## src/rtl/otlb_pkg.sv

```systemverilog
package otlb_pkg;

    typedef enum logic [1:0] {
        OP_LOAD  = 2'd0,
        OP_STORE = 2'd1,
        OP_FETCH = 2'd2,
        OP_RSVD  = 2'd3
    } op_e;

    typedef enum logic [1:0] {
        RC_ROUTE = 2'd0,
        RC_FAULT = 2'd1,
        RC_ABORT = 2'd2
    } code_e;

    typedef enum logic [1:0] {
        ST_IDLE = 2'd0,
        ST_WAIT = 2'd1,
        ST_RESP = 2'd2
    } state_e;

    localparam int PERM_W   = 3;
    localparam int PERM_RD  = 0;
    localparam int PERM_WR  = 1;
    localparam int PERM_EX  = 2;

endpackage

```

## src/rtl/otlb_entries.sv

```systemverilog
module otlb_entries
    import otlb_pkg::*;
#(
    parameter int ENTRIES = 16,
    parameter int VPN_W   = 27,
    parameter int PPN_W   = 19,
    parameter int OWNER_W = 6,
    localparam int IDX_W  = $clog2(ENTRIES)
) (
    input  logic               clk,
    input  logic               rst_n,
    input  logic [VPN_W-1:0]   lk_vpn,
    output logic               lk_hit,
    output logic [PPN_W-1:0]   lk_ppn,
    output logic [PERM_W-1:0]  lk_perm,
    output logic [OWNER_W-1:0] lk_owner,
    input  logic               inv_all,
    input  logic               ins_en,
    input  logic [VPN_W-1:0]   ins_vpn,
    input  logic [PPN_W-1:0]   ins_ppn,
    input  logic [PERM_W-1:0]  ins_perm,
    input  logic [OWNER_W-1:0] ins_owner,
    input  logic               own_en,
    input  logic [VPN_W-1:0]   own_vpn,
    input  logic [OWNER_W-1:0] own_owner
);

    logic [ENTRIES-1:0] vld_q;
    logic [VPN_W-1:0]   tag_q   [ENTRIES];
    logic [PPN_W-1:0]   ppn_q   [ENTRIES];
    logic [PERM_W-1:0]  perm_q  [ENTRIES];
    logic [OWNER_W-1:0] own_q   [ENTRIES];
    logic [ENTRIES-1:0] match;
    logic [ENTRIES-1:0] own_match;
    logic [IDX_W-1:0]   victim_q;

    // per-slot comparators
    for (genvar gi = 0; gi < ENTRIES; gi++) begin : g_cmp
        assign match[gi]     = vld_q[gi] && (tag_q[gi] == lk_vpn);
        assign own_match[gi] = vld_q[gi] && (tag_q[gi] == own_vpn);
    end

    // slot storage
    always_ff @(posedge clk or negedge rst_n) begin
        if (!rst_n) begin
            vld_q <= '0;
            for (int i = 0; i < ENTRIES; i++) begin
                tag_q[i]  <= '0;
                ppn_q[i]  <= '0;
                perm_q[i] <= '0;
                own_q[i]  <= '0;
            end
        end else begin
            for (int i = 0; i < ENTRIES; i++) begin
                if (inv_all) begin
                    vld_q[i] <= 1'b0;
                end
                if (own_en && own_match[i]) begin
                    own_q[i] <= own_owner;
                end
                if (ins_en && (victim_q == IDX_W'(i))) begin
                    vld_q[i]  <= 1'b1;
                    tag_q[i]  <= ins_vpn;
                    ppn_q[i]  <= ins_ppn;
                    perm_q[i] <= ins_perm;
                    own_q[i]  <= ins_owner;
                end
            end
        end
    end

    // round-robin victim pointer
    always_ff @(posedge clk or negedge rst_n) begin
        if (!rst_n) begin
            victim_q <= '0;
        end else if (inv_all) begin
            victim_q <= '0;
        end else if (ins_en) begin
            if (victim_q == IDX_W'(ENTRIES - 1)) begin
                victim_q <= '0;
            end else begin
                victim_q <= victim_q + 1'b1;
            end
        end
    end

    // one-hot read: at most one slot matches
    always_comb begin
        lk_hit   = |match;
        lk_ppn   = '0;
        lk_perm  = '0;
        lk_owner = '0;
        for (int i = 0; i < ENTRIES; i++) begin
            lk_ppn   = lk_ppn   | ({PPN_W{match[i]}}   & ppn_q[i]);
            lk_perm  = lk_perm  | ({PERM_W{match[i]}}  & perm_q[i]);
            lk_owner = lk_owner | ({OWNER_W{match[i]}} & own_q[i]);
        end
    end

endmodule

```

## src/rtl/otlb_steer.sv

```systemverilog
module otlb_steer
    import otlb_pkg::*;
#(
    parameter int PPN_W     = 19,
    parameter int PAGE_BITS = 21,
    parameter int OWNER_W   = 6,
    parameter int PART_W    = 3,
    localparam int PA_W     = PPN_W + PAGE_BITS
) (
    input  logic [PPN_W-1:0]     ppn,
    input  logic [PERM_W-1:0]    perm,
    input  logic [OWNER_W-1:0]   owner,
    input  logic [1:0]           op,
    input  logic [PAGE_BITS-1:0] off,
    input  logic [OWNER_W-1:0]   core_id,
    input  logic                 abort,
    output logic [1:0]           code,
    output logic [PA_W-1:0]      paddr,
    output logic [OWNER_W-1:0]   owner_o,
    output logic                 is_local,
    output logic                 cacheable,
    output logic                 to_host,
    output logic [PART_W-1:0]    part
);

    logic permitted;

    always_comb begin
        unique case (op_e'(op))
            OP_LOAD:  permitted = perm[PERM_RD];
            OP_STORE: permitted = perm[PERM_WR];
            OP_FETCH: permitted = perm[PERM_EX];
            default:  permitted = 1'b0;
        endcase
    end

    always_comb begin
        code      = RC_ROUTE;
        paddr     = {ppn, off};
        owner_o   = owner;
        is_local  = (owner == core_id);
        cacheable = (owner == core_id);
        to_host   = (owner == '0);
        part      = ppn[PART_W-1:0];
        if (abort || !permitted) begin
            code      = abort ? RC_ABORT : RC_FAULT;
            paddr     = '0;
            owner_o   = '0;
            is_local  = 1'b0;
            cacheable = 1'b0;
            to_host   = 1'b0;
            part      = '0;
        end
    end

endmodule

```

## src/rtl/otlb_top.sv

```systemverilog
module otlb_top
    import otlb_pkg::*;
#(
    parameter int ENTRIES   = 16,
    parameter int VA_W      = 48,
    parameter int PA_W      = 40,
    parameter int PAGE_BITS = 21,
    parameter int OWNER_W   = 6,
    parameter int PART_W    = 3,
    localparam int VPN_W    = VA_W - PAGE_BITS,
    localparam int PPN_W    = PA_W - PAGE_BITS
) (
    input  logic               clk,
    input  logic               rst_n,
    input  logic [OWNER_W-1:0] core_id,
    input  logic               req_valid,
    output logic               req_ready,
    input  logic [VA_W-1:0]    req_vaddr,
    input  logic [1:0]         req_op,
    output logic               miss_valid,
    output logic [VPN_W-1:0]   miss_vpn,
    input  logic               fill_valid,
    input  logic [PPN_W-1:0]   fill_ppn,
    input  logic [2:0]         fill_perm,
    input  logic [OWNER_W-1:0] fill_owner,
    input  logic               fill_abort,
    input  logic               own_wr_valid,
    input  logic [VPN_W-1:0]   own_wr_vpn,
    input  logic [OWNER_W-1:0] own_wr_owner,
    input  logic               inv_all,
    output logic               rsp_valid,
    input  logic               rsp_ready,
    output logic [1:0]         rsp_code,
    output logic [PA_W-1:0]    rsp_paddr,
    output logic [OWNER_W-1:0] rsp_owner,
    output logic               rsp_local,
    output logic               rsp_cacheable,
    output logic               rsp_to_host,
    output logic [PART_W-1:0]  rsp_partition
);

    state_e st_q, st_d;

    logic [VPN_W-1:0]     pend_vpn_q;
    logic [PAGE_BITS-1:0] pend_off_q;
    logic [1:0]           pend_op_q;

    logic                 lk_hit;
    logic [PPN_W-1:0]     lk_ppn;
    logic [PERM_W-1:0]    lk_perm;
    logic [OWNER_W-1:0]   lk_owner;

    logic [PPN_W-1:0]     s_ppn;
    logic [PERM_W-1:0]    s_perm;
    logic [OWNER_W-1:0]   s_owner;
    logic [1:0]           s_op;
    logic [PAGE_BITS-1:0] s_off;
    logic                 s_abort;

    logic [1:0]           n_code;
    logic [PA_W-1:0]      n_paddr;
    logic [OWNER_W-1:0]   n_owner;
    logic                 n_local;
    logic                 n_cacheable;
    logic                 n_to_host;
    logic [PART_W-1:0]    n_part;

    logic accept;
    logic fill_take;
    logic ins_en;
    logic load_rsp;

    assign req_ready  = (st_q == ST_IDLE);
    assign miss_valid = (st_q == ST_WAIT);
    assign rsp_valid  = (st_q == ST_RESP);
    assign miss_vpn   = pend_vpn_q;

    assign accept    = req_valid && req_ready;
    assign fill_take = (st_q == ST_WAIT) && fill_valid;
    assign ins_en    = fill_take && !fill_abort;
    assign load_rsp  = (accept && lk_hit) || fill_take;

    otlb_entries #(
        .ENTRIES (ENTRIES),
        .VPN_W   (VPN_W),
        .PPN_W   (PPN_W),
        .OWNER_W (OWNER_W)
    ) u_entries (
        .clk       (clk),
        .rst_n     (rst_n),
        .lk_vpn    (req_vaddr[VA_W-1:PAGE_BITS]),
        .lk_hit    (lk_hit),
        .lk_ppn    (lk_ppn),
        .lk_perm   (lk_perm),
        .lk_owner  (lk_owner),
        .inv_all   (inv_all),
        .ins_en    (ins_en),
        .ins_vpn   (pend_vpn_q),
        .ins_ppn   (fill_ppn),
        .ins_perm  (fill_perm),
        .ins_owner (fill_owner),
        .own_en    (own_wr_valid),
        .own_vpn   (own_wr_vpn),
        .own_owner (own_wr_owner)
    );

    // steering source: live lookup in IDLE, handler answer in WAIT
    always_comb begin
        if (st_q == ST_WAIT) begin
            s_ppn   = fill_ppn;
            s_perm  = fill_perm;
            s_owner = fill_owner;
            s_op    = pend_op_q;
            s_off   = pend_off_q;
            s_abort = fill_abort;
        end else begin
            s_ppn   = lk_ppn;
            s_perm  = lk_perm;
            s_owner = lk_owner;
            s_op    = req_op;
            s_off   = req_vaddr[PAGE_BITS-1:0];
            s_abort = 1'b0;
        end
    end

    otlb_steer #(
        .PPN_W     (PPN_W),
        .PAGE_BITS (PAGE_BITS),
        .OWNER_W   (OWNER_W),
        .PART_W    (PART_W)
    ) u_steer (
        .ppn       (s_ppn),
        .perm      (s_perm),
        .owner     (s_owner),
        .op        (s_op),
        .off       (s_off),
        .core_id   (core_id),
        .abort     (s_abort),
        .code      (n_code),
        .paddr     (n_paddr),
        .owner_o   (n_owner),
        .is_local  (n_local),
        .cacheable (n_cacheable),
        .to_host   (n_to_host),
        .part      (n_part)
    );

    // next state
    always_comb begin
        st_d = st_q;
        unique case (st_q)
            ST_IDLE: if (accept)     st_d = lk_hit ? ST_RESP : ST_WAIT;
            ST_WAIT: if (fill_valid) st_d = ST_RESP;
            ST_RESP: if (rsp_ready)  st_d = ST_IDLE;
            default:                 st_d = ST_IDLE;
        endcase
    end

    // state register
    always_ff @(posedge clk or negedge rst_n) begin
        if (!rst_n) begin
            st_q <= ST_IDLE;
        end else begin
            st_q <= st_d;
        end
    end

    // registered outputs and pending request
    always_ff @(posedge clk or negedge rst_n) begin
        if (!rst_n) begin
            pend_vpn_q    <= '0;
            pend_off_q    <= '0;
            pend_op_q     <= '0;
            rsp_code      <= '0;
            rsp_paddr     <= '0;
            rsp_owner     <= '0;
            rsp_local     <= 1'b0;
            rsp_cacheable <= 1'b0;
            rsp_to_host   <= 1'b0;
            rsp_partition <= '0;
        end else begin
            if (accept) begin
                pend_vpn_q <= req_vaddr[VA_W-1:PAGE_BITS];
                pend_off_q <= req_vaddr[PAGE_BITS-1:0];
                pend_op_q  <= req_op;
            end
            if (load_rsp) begin
                rsp_code      <= n_code;
                rsp_paddr     <= n_paddr;
                rsp_owner     <= n_owner;
                rsp_local     <= n_local;
                rsp_cacheable <= n_cacheable;
                rsp_to_host   <= n_to_host;
                rsp_partition <= n_part;
            end
        end
    end

endmodule

```

## config.mk

```make
export PLATFORM = sky130hd
export DESIGN_NAME = otlb_top
export DESIGN_NICKNAME = d
export VERILOG_FILES = /design/src/rtl/otlb_pkg.sv /design/src/rtl/otlb_entries.sv /design/src/rtl/otlb_steer.sv /design/src/rtl/otlb_top.sv
export SDC_FILE = /design/constraint.sdc
export NUM_CORES = 2
export LEC_CHECK = 0
export BUFFER_PORTS_ARGS = -buffer_cell sky130_fd_sc_hd__buf_4
export CAP_MARGIN = 20
export CELL_PAD_IN_SITES_DETAIL_PLACEMENT = 1
export CELL_PAD_IN_SITES_GLOBAL_PLACEMENT = 1
export CORE_MARGIN = 2
export CORE_UTILIZATION = 45
export DETAILED_ROUTE_END_ITERATION = 6
export PLACE_DENSITY_LB_ADDON = 0.1
export SLEW_MARGIN = 20
export SYNTH_ARGS = -nofsm -noshare
export SYNTH_HDL_FRONTEND = slang
export SYNTH_SLANG_ARGS = --single-unit
```

## constraint.sdc

```tcl
create_clock -name clk -period 6.6 [get_ports clk]
set_input_delay 0.66 -clock clk [delete_from_list [all_inputs] [get_ports clk]]
set_output_delay 0.66 -clock clk [all_outputs]
set_load 0.05 [all_outputs]
```

* Word level (Yosys, flattened, before mapping)
Cells that the tools add are included.
Word-level totals: bits of input ports 125, output and inout port bits 84, register bits after elaboration 1005, word-level logic and storage cells 422, memory bits (writable) 0, memory bits (read-only) 0, memories 0, bits in latches 0
Operators by class: add/subtract/negate cells 1, shift operators 0, equal/unequal tests 55, divide/modulo/power cells 0, multiplexer cells 71, bitwise gates (word level) 93, multiply operators 0, reduce and logical (&&, ||, !) cells 111, magnitude comparators 0
Operator list (count):
- equality test 27 bit | 32
- bitwise AND 19 bit | 16
- OR 19 bit | 15
- 2-to-1 mux 6 bit | 34
- bitwise AND 6 bit | 16
- OR 6 bit | 15
- logical AND 1 bit | 68
- nonzero test 2 bit | 33
- bitwise AND 3 bit | 16
- OR 3 bit | 15
- 2-to-1 mux 40 bit | 1
- equality test 4 bit, second input constant | 8
- 2-to-1 mux 21 bit | 1
- 2-to-1 mux 1 bit | 20
- 2-to-1 mux 19 bit | 1
- equality test 4 x 3 -> 1 bit, second input constant | 4
- OR reduction 16 bit | 1
- 2-to-1 mux 2 bit | 7
- 2-to-1 mux 4 bit | 3
- equality test 4 x 2 -> 1 bit, second input constant | 2
- equality test 6 bit | 1
- logical NOT 6 bit | 1
- 2-to-1 mux 3 bit | 2
- != test 2 x 1 -> 1 bit, second input constant | 3
- other kinds (11) | 16

* Longest topological paths before layout
word-level depth 23, mapped depth 15, gate-level depth less buffers 10

* Hierarchy
From an unflattened synthesis, not the netlist that was laid out.
Second synthesis, totals: cells, all modules 4747, area total of the unflattened synthesis 54772.5 um2
Modules (own cells, without submodules):
- otlb_entries | sequential area each 22521.6 um2, instances 1, cells each 4381, area an instance 49640.1 um2
- otlb_top | sequential area each 2652.5 um2, instances 1, cells each 293, area an instance 4639.4 um2
- otlb_steer | sequential area each 0.0 um2, instances 1, cells each 73, area an instance 493.0 um2

* Worst setup path before layout
OpenSTA, ideal clock, no wires.
path kind input port to flip-flop, from input port req_vaddr[25], to register rsp_paddr[30], setup time 0.075 ns, buffers on the path 5, slack 3.269 ns, required time 6.525 ns, cell stages on the path 15, arrival time 3.256 ns, cell sequence buf_2 -> buf_2 -> xnor2_1 -> nand4_1 -> nor4_1 -> and2_1 -> buf_2 -> a22oi_1 -> and3_1 -> a32oi_1 -> nor3_1 -> or3b_1 -> buf_4 -> buf_6 -> o21ai_2
On the way: word-level cells in the longest chain between the ends 23, elaborated cells on any way between the ends 103, classes of those cells eq/ne: 16; mux: 4; bitwise: 62; reduce/logical: 21
RTL lines:
- start: declaration | RTL line otlb_top.sv:18 | input logic [VA_W-1:0] req_vaddr,
- equality test 27 bit | RTL line otlb_entries.sv:39 | assign match[gi] = vld_q[gi] && (tag_q[gi] == lk_vpn);
- logical AND 1 bit | RTL line otlb_entries.sv:39
- bitwise AND 3 bit | RTL line otlb_entries.sv:95 | lk_perm = lk_perm | ({PERM_W{match[i]}} & perm_q[i]);
- OR 3 bit (15 in a row) | RTL line otlb_entries.sv:95
- 2-to-1 mux 3 bit | RTL line otlb_top.sv:109 | if (st_q == ST_WAIT) begin
- case mux 1 bit (3 select lines) | RTL line otlb_steer.sv:29 | unique case (op_e'(op))
- logical NOT 1 bit | RTL line otlb_steer.sv:45 | if (abort || !permitted) begin
- logical OR 1 bit | RTL line otlb_steer.sv:45
- 2-to-1 mux 40 bit | RTL line otlb_steer.sv:45
- end signal: assignment | RTL line otlb_top.sv:189 | rsp_paddr <= n_paddr;
- end: declaration | RTL line otlb_top.sv:34 | output logic [PA_W-1:0] rsp_paddr,
Parallel ways exist; a longest one is shown, timed or not. A chain may end at the register's enable or synchronous reset.

* Worst setup path after layout
from register st_q[1], to register u_entries.ppn_q[157] (netlist name)
On the way: word-level cells in the longest chain between the ends 4
RTL lines:
- start: declaration | RTL line otlb_top.sv:42 | state_e st_q, st_d;
- start signal: assignment | RTL line otlb_top.sv:164 | st_q <= st_d;
- equality test 2 x 1 -> 1 bit | RTL line otlb_top.sv:79 | assign fill_take = (st_q == ST_WAIT) && fill_valid;
- logical AND 1 bit | RTL line otlb_top.sv:79
- logical AND 1 bit | RTL line otlb_top.sv:80 | assign ins_en = fill_take && !fill_abort;
- logical AND 1 bit | RTL line otlb_entries.sv:61 | if (ins_en && (victim_q == IDX_W'(i))) begin
- end signal: indexed assignment | RTL line otlb_entries.sv:64 | ppn_q[i] <= ins_ppn;
- end: declaration | RTL line otlb_entries.sv:30 | logic [PPN_W-1:0] ppn_q [ENTRIES];
Every way passes these cells.

==> impl_metrics.env <==
export IMPL_run_status="complete, no violations"
export IMPL_avgViaCountPerCell=6.21
export IMPL_insertion_delay_ns=0.75
export IMPL_synth_top_cell_area_share=0.485
export IMPL_final_max_slew_viol_count=0
export IMPL_clock_sinks=1002
export IMPL_synth_top_area_cell="dfrtp_1"
export IMPL_yosysWarnings=0
export IMPL_power_density_nw_per_um2=319
export IMPL_wl_um=210000
export IMPL_slowest_stage="nor2b_1"
export IMPL_clockBufferDepth=3
export IMPL_tightestPinTransition_ns=1.12
export IMPL_ctsHtreeMaxLevel=3
export IMPL_synth_edf_count=0
export IMPL_antenna_found_initial=19
export IMPL_async_flop_share=1.00
export IMPL_n_fill_cell=12071
export IMPL_max_freq_mhz=218
export IMPL_r2r_slack_ns=2.01
export IMPL_cts_setup_buffers=0
export IMPL_clk_pin_slew_ns=0.06
export IMPL_cpPeakStageDelay_ns=0.72
export IMPL_drv_cap=0
export IMPL_hp_start="req_vaddr[7]"
export IMPL_grt_max_degree=149
export IMPL_place_congestion=0.923
export IMPL_holdPathEnd="pend_off_q[7]"
export IMPL_core_um2=114000
export IMPL_crit_path_start="st_q[1]"
export IMPL_cts_buffers_inserted=113
export IMPL_synth_area_um2=51700
export IMPL_period_share=0.696
export IMPL_power_mw=18.6
export IMPL_firstDrtPassIters=6
export IMPL_finalClockSkew_ns=0.0441
export IMPL_ys_top_cells_by_count="dfrtp_1, nand2_1, xnor2_1"
export IMPL_irDropWorstVdd_v=0.000280
export IMPL_layout_setup_ws_ns=2.01
export IMPL_hpwl_um=125000
export IMPL_syn_nets=4871
export IMPL_crit_top_cell="buf_4"
export IMPL_p_leak_nw=27.1
export IMPL_synthToLayoutAreaGrowth_pct=12.5
export IMPL_timing_rr_end="u_entries.ppn_q[157]"
export IMPL_post_synth_cell_area_avg_um2=10.9
export IMPL_netlist_instances=4742
export IMPL_multi_input_area_um2=25000
export IMPL_track_usage=0.355
export IMPL_hold_viol=0
export IMPL_grt_pass1_vias=40177
export IMPL_cp_arrival_ns=5.22
export IMPL_ff_latch_area_um2=25100
export IMPL_hp_class="primary input to register"
export IMPL_path_buf_inv=3
export IMPL_ys_types=60
export IMPL_ff2ff_path_depth=10
export IMPL_ys_ff_latch=1002
export IMPL_yosysMostFrequentCell="dfrtp_1"
export IMPL_cts_root_buf="clkbuf_16"
export IMPL_holdWs_ns=0.163
export IMPL_port_buffers=208
export IMPL_drtIter0Drc=3797
export IMPL_cts_tree="yes"
export IMPL_vias=39399
export IMPL_r2r_start="st_q[1]"
export IMPL_drtAntennaViolNets=0
export IMPL_final_min_clock_period_ns=4.59
export IMPL_io_pins=209
export IMPL_crit_chain="nand2b_1, buf_4, clkinv_2, nand2_1, nor2_1, and2_1, nor2b_1, nand2_4, buf_4, mux2_2"
export IMPL_setup_violations=0
export IMPL_dp_slack_ns=1.58
export IMPL_maxSlewHeadroom=0.244
export IMPL_cp_max_fo=48
export IMPL_die_x_um=343
export IMPL_whs_path_depth=2
export IMPL_die_h_um=343
export IMPL_die_area_um2=118000
export IMPL_critPathCaptureType="register"
export IMPL_nets=4870
export IMPL_cp_top_family="simple AND/OR/NAND/NOR gates"
export IMPL_drc_errors=0
export IMPL_synth_area_leaders="dfrtp_1, mux2_2, xnor2_1"
export IMPL_rsz0062_at_grt="false"
export IMPL_cp_start_kind="register"
export IMPL_rows=124
export IMPL_layout_drive_gt1_share=0.247
export IMPL_worst_ep_required_time_ns=7.23
export IMPL_start_util=0.453
export IMPL_grt_pass1_wl_um=299000
export IMPL_wire_per_inst_um=33.1
export IMPL_fin_setup_tns_ns=0
export IMPL_yosysSeqAreaShare=0.485
export IMPL_crit_type="register to register"
export IMPL_overflow=0
export IMPL_synth_ff_type="dfrtp_1"
-- routing by layer --
metal	global-route usage	vias to the layer above	part of all wire
met3	0.0725	459	0.085
met1	0.492	20774	0.42
met2	0.547	1806	0.45
li1	-	16356	-
met4	0.139	4	0.043
met5	0	-	0.00012
-- power breakdown --
part           internal, mW  switching [mW]  total [mW]
registers              6.72           0.949        7.67
logic                  1.24            3.04        4.28
clock network          3.83            2.78        6.60
-- how the worst max path moves through the flow --
| stage | cells after the start | slack (ns) | end |
|---|---|---|---|
| 2_1_floorplan | 15 | 3.27 | rsp_paddr[30] |
| 3_3_place_gp | 12 | 1.69 | rsp_paddr[39] |
| 3_5_place_dp | 12 | 1.58 | rsp_paddr[39] |
| 4_1_cts | 10 | 2.06 | u_entries.tag_q[291] |
| 5_1_grt | 10 | 1.85 | u_entries.ppn_q[154] |
| 6_report | 10 | 2.01 | u_entries.ppn_q[157] |
-- cell usage in the layout (no fill, tap or decap), types with 16 or more instances in the layout --
master and count:
a31oi_1 27, nand4_1 211, clkbuf_1 26, a41oi_1 23
mux2_2 637, inv_1 24, nor3_1 38, a21oi_1 100
nand3_1 55, xor2_1 201, o21ai_0 26, a22oi_1 16
nor4_1 80, clkbuf_16 114, a221oi_1 84, mux2i_1 94
dfrtp_1 988, o21ai_1 20, nor2_1 106, a22o_1 98
o21ai_2 20, xnor2_1 665, clkinv_2 23, nand2_1 703
buf_4 286, clkbuf_8 25
-- worst register-to-register path, cell delays in order (launching register included) --
cell,delay [ns]
dfrtp_1,0.45
nand2b_1,0.17
buf_4,0.21
clkinv_2,0.42
nand2_1,0.31
nor2_1,0.26
and2_1,0.49
nor2b_1,0.72
nand2_4,0.59
buf_4,0.52
mux2_2,0.34
-- metrics by stage --
step | util | cells | instance area, µm²
2_1_floorplan | - | 4742 | 51700
3_3_place_gp | 0.475 | 6137 | 54300
3_5_place_dp | 0.476 | 6137 | 54300
4_1_cts | 0.510 | 6346 | 58200
5_1_grt | 0.510 | 6346 | 58200
6_report | 0.510 | 6348 | 58200
-- sequential cells by signal, indices dropped and copies added (netlist names) --
register            count
rsp_code                2
u_entries.ppn_q       304
pend_op_q               2
rsp_to_host             1
u_entries.perm_q       48
miss_vpn               27
rsp_cacheable           1
u_entries.own_q        96
rsp_paddr              40
st_q                    2
u_entries.victim_q      4
rsp_owner               6
u_entries.tag_q       432
pend_off_q             21
u_entries.vld_q        16
-- logic make-up after synthesis --
logic type                 share of synthesized area
and+or+nand+nor                                0.112
xor gates and xnor gates                       0.147
buffers and inverters                         0.0366
AOI/OAI and AO/OA                             0.0619
adders and majority gates                   0.000968
DFF                                            0.485
muxes                                          0.157
-- layout make-up --
| cell class | count | area share |
|---|---|---|
| flip-flops and latches | 1002 | 0.431 |
| multi-input cells | 3306 | 0.429 |
| clock buffers | 165 | 0.0566 |
| repair buffers | 293 | 0.0390 |
| well taps | 1512 | 0.0325 |
| clock inverters | 43 | 0.0101 |
| inverters | 25 | 0.00163 |
| diodes | 2 | 0.0000860 |
-- repair_timing --
action	4_1_cts	5_1_grt
hold endpoints to repair	13	0
gates resized for setup	0	0
hold buffers	1	0
No activity file was read; power rests on OpenSTA's default activity.
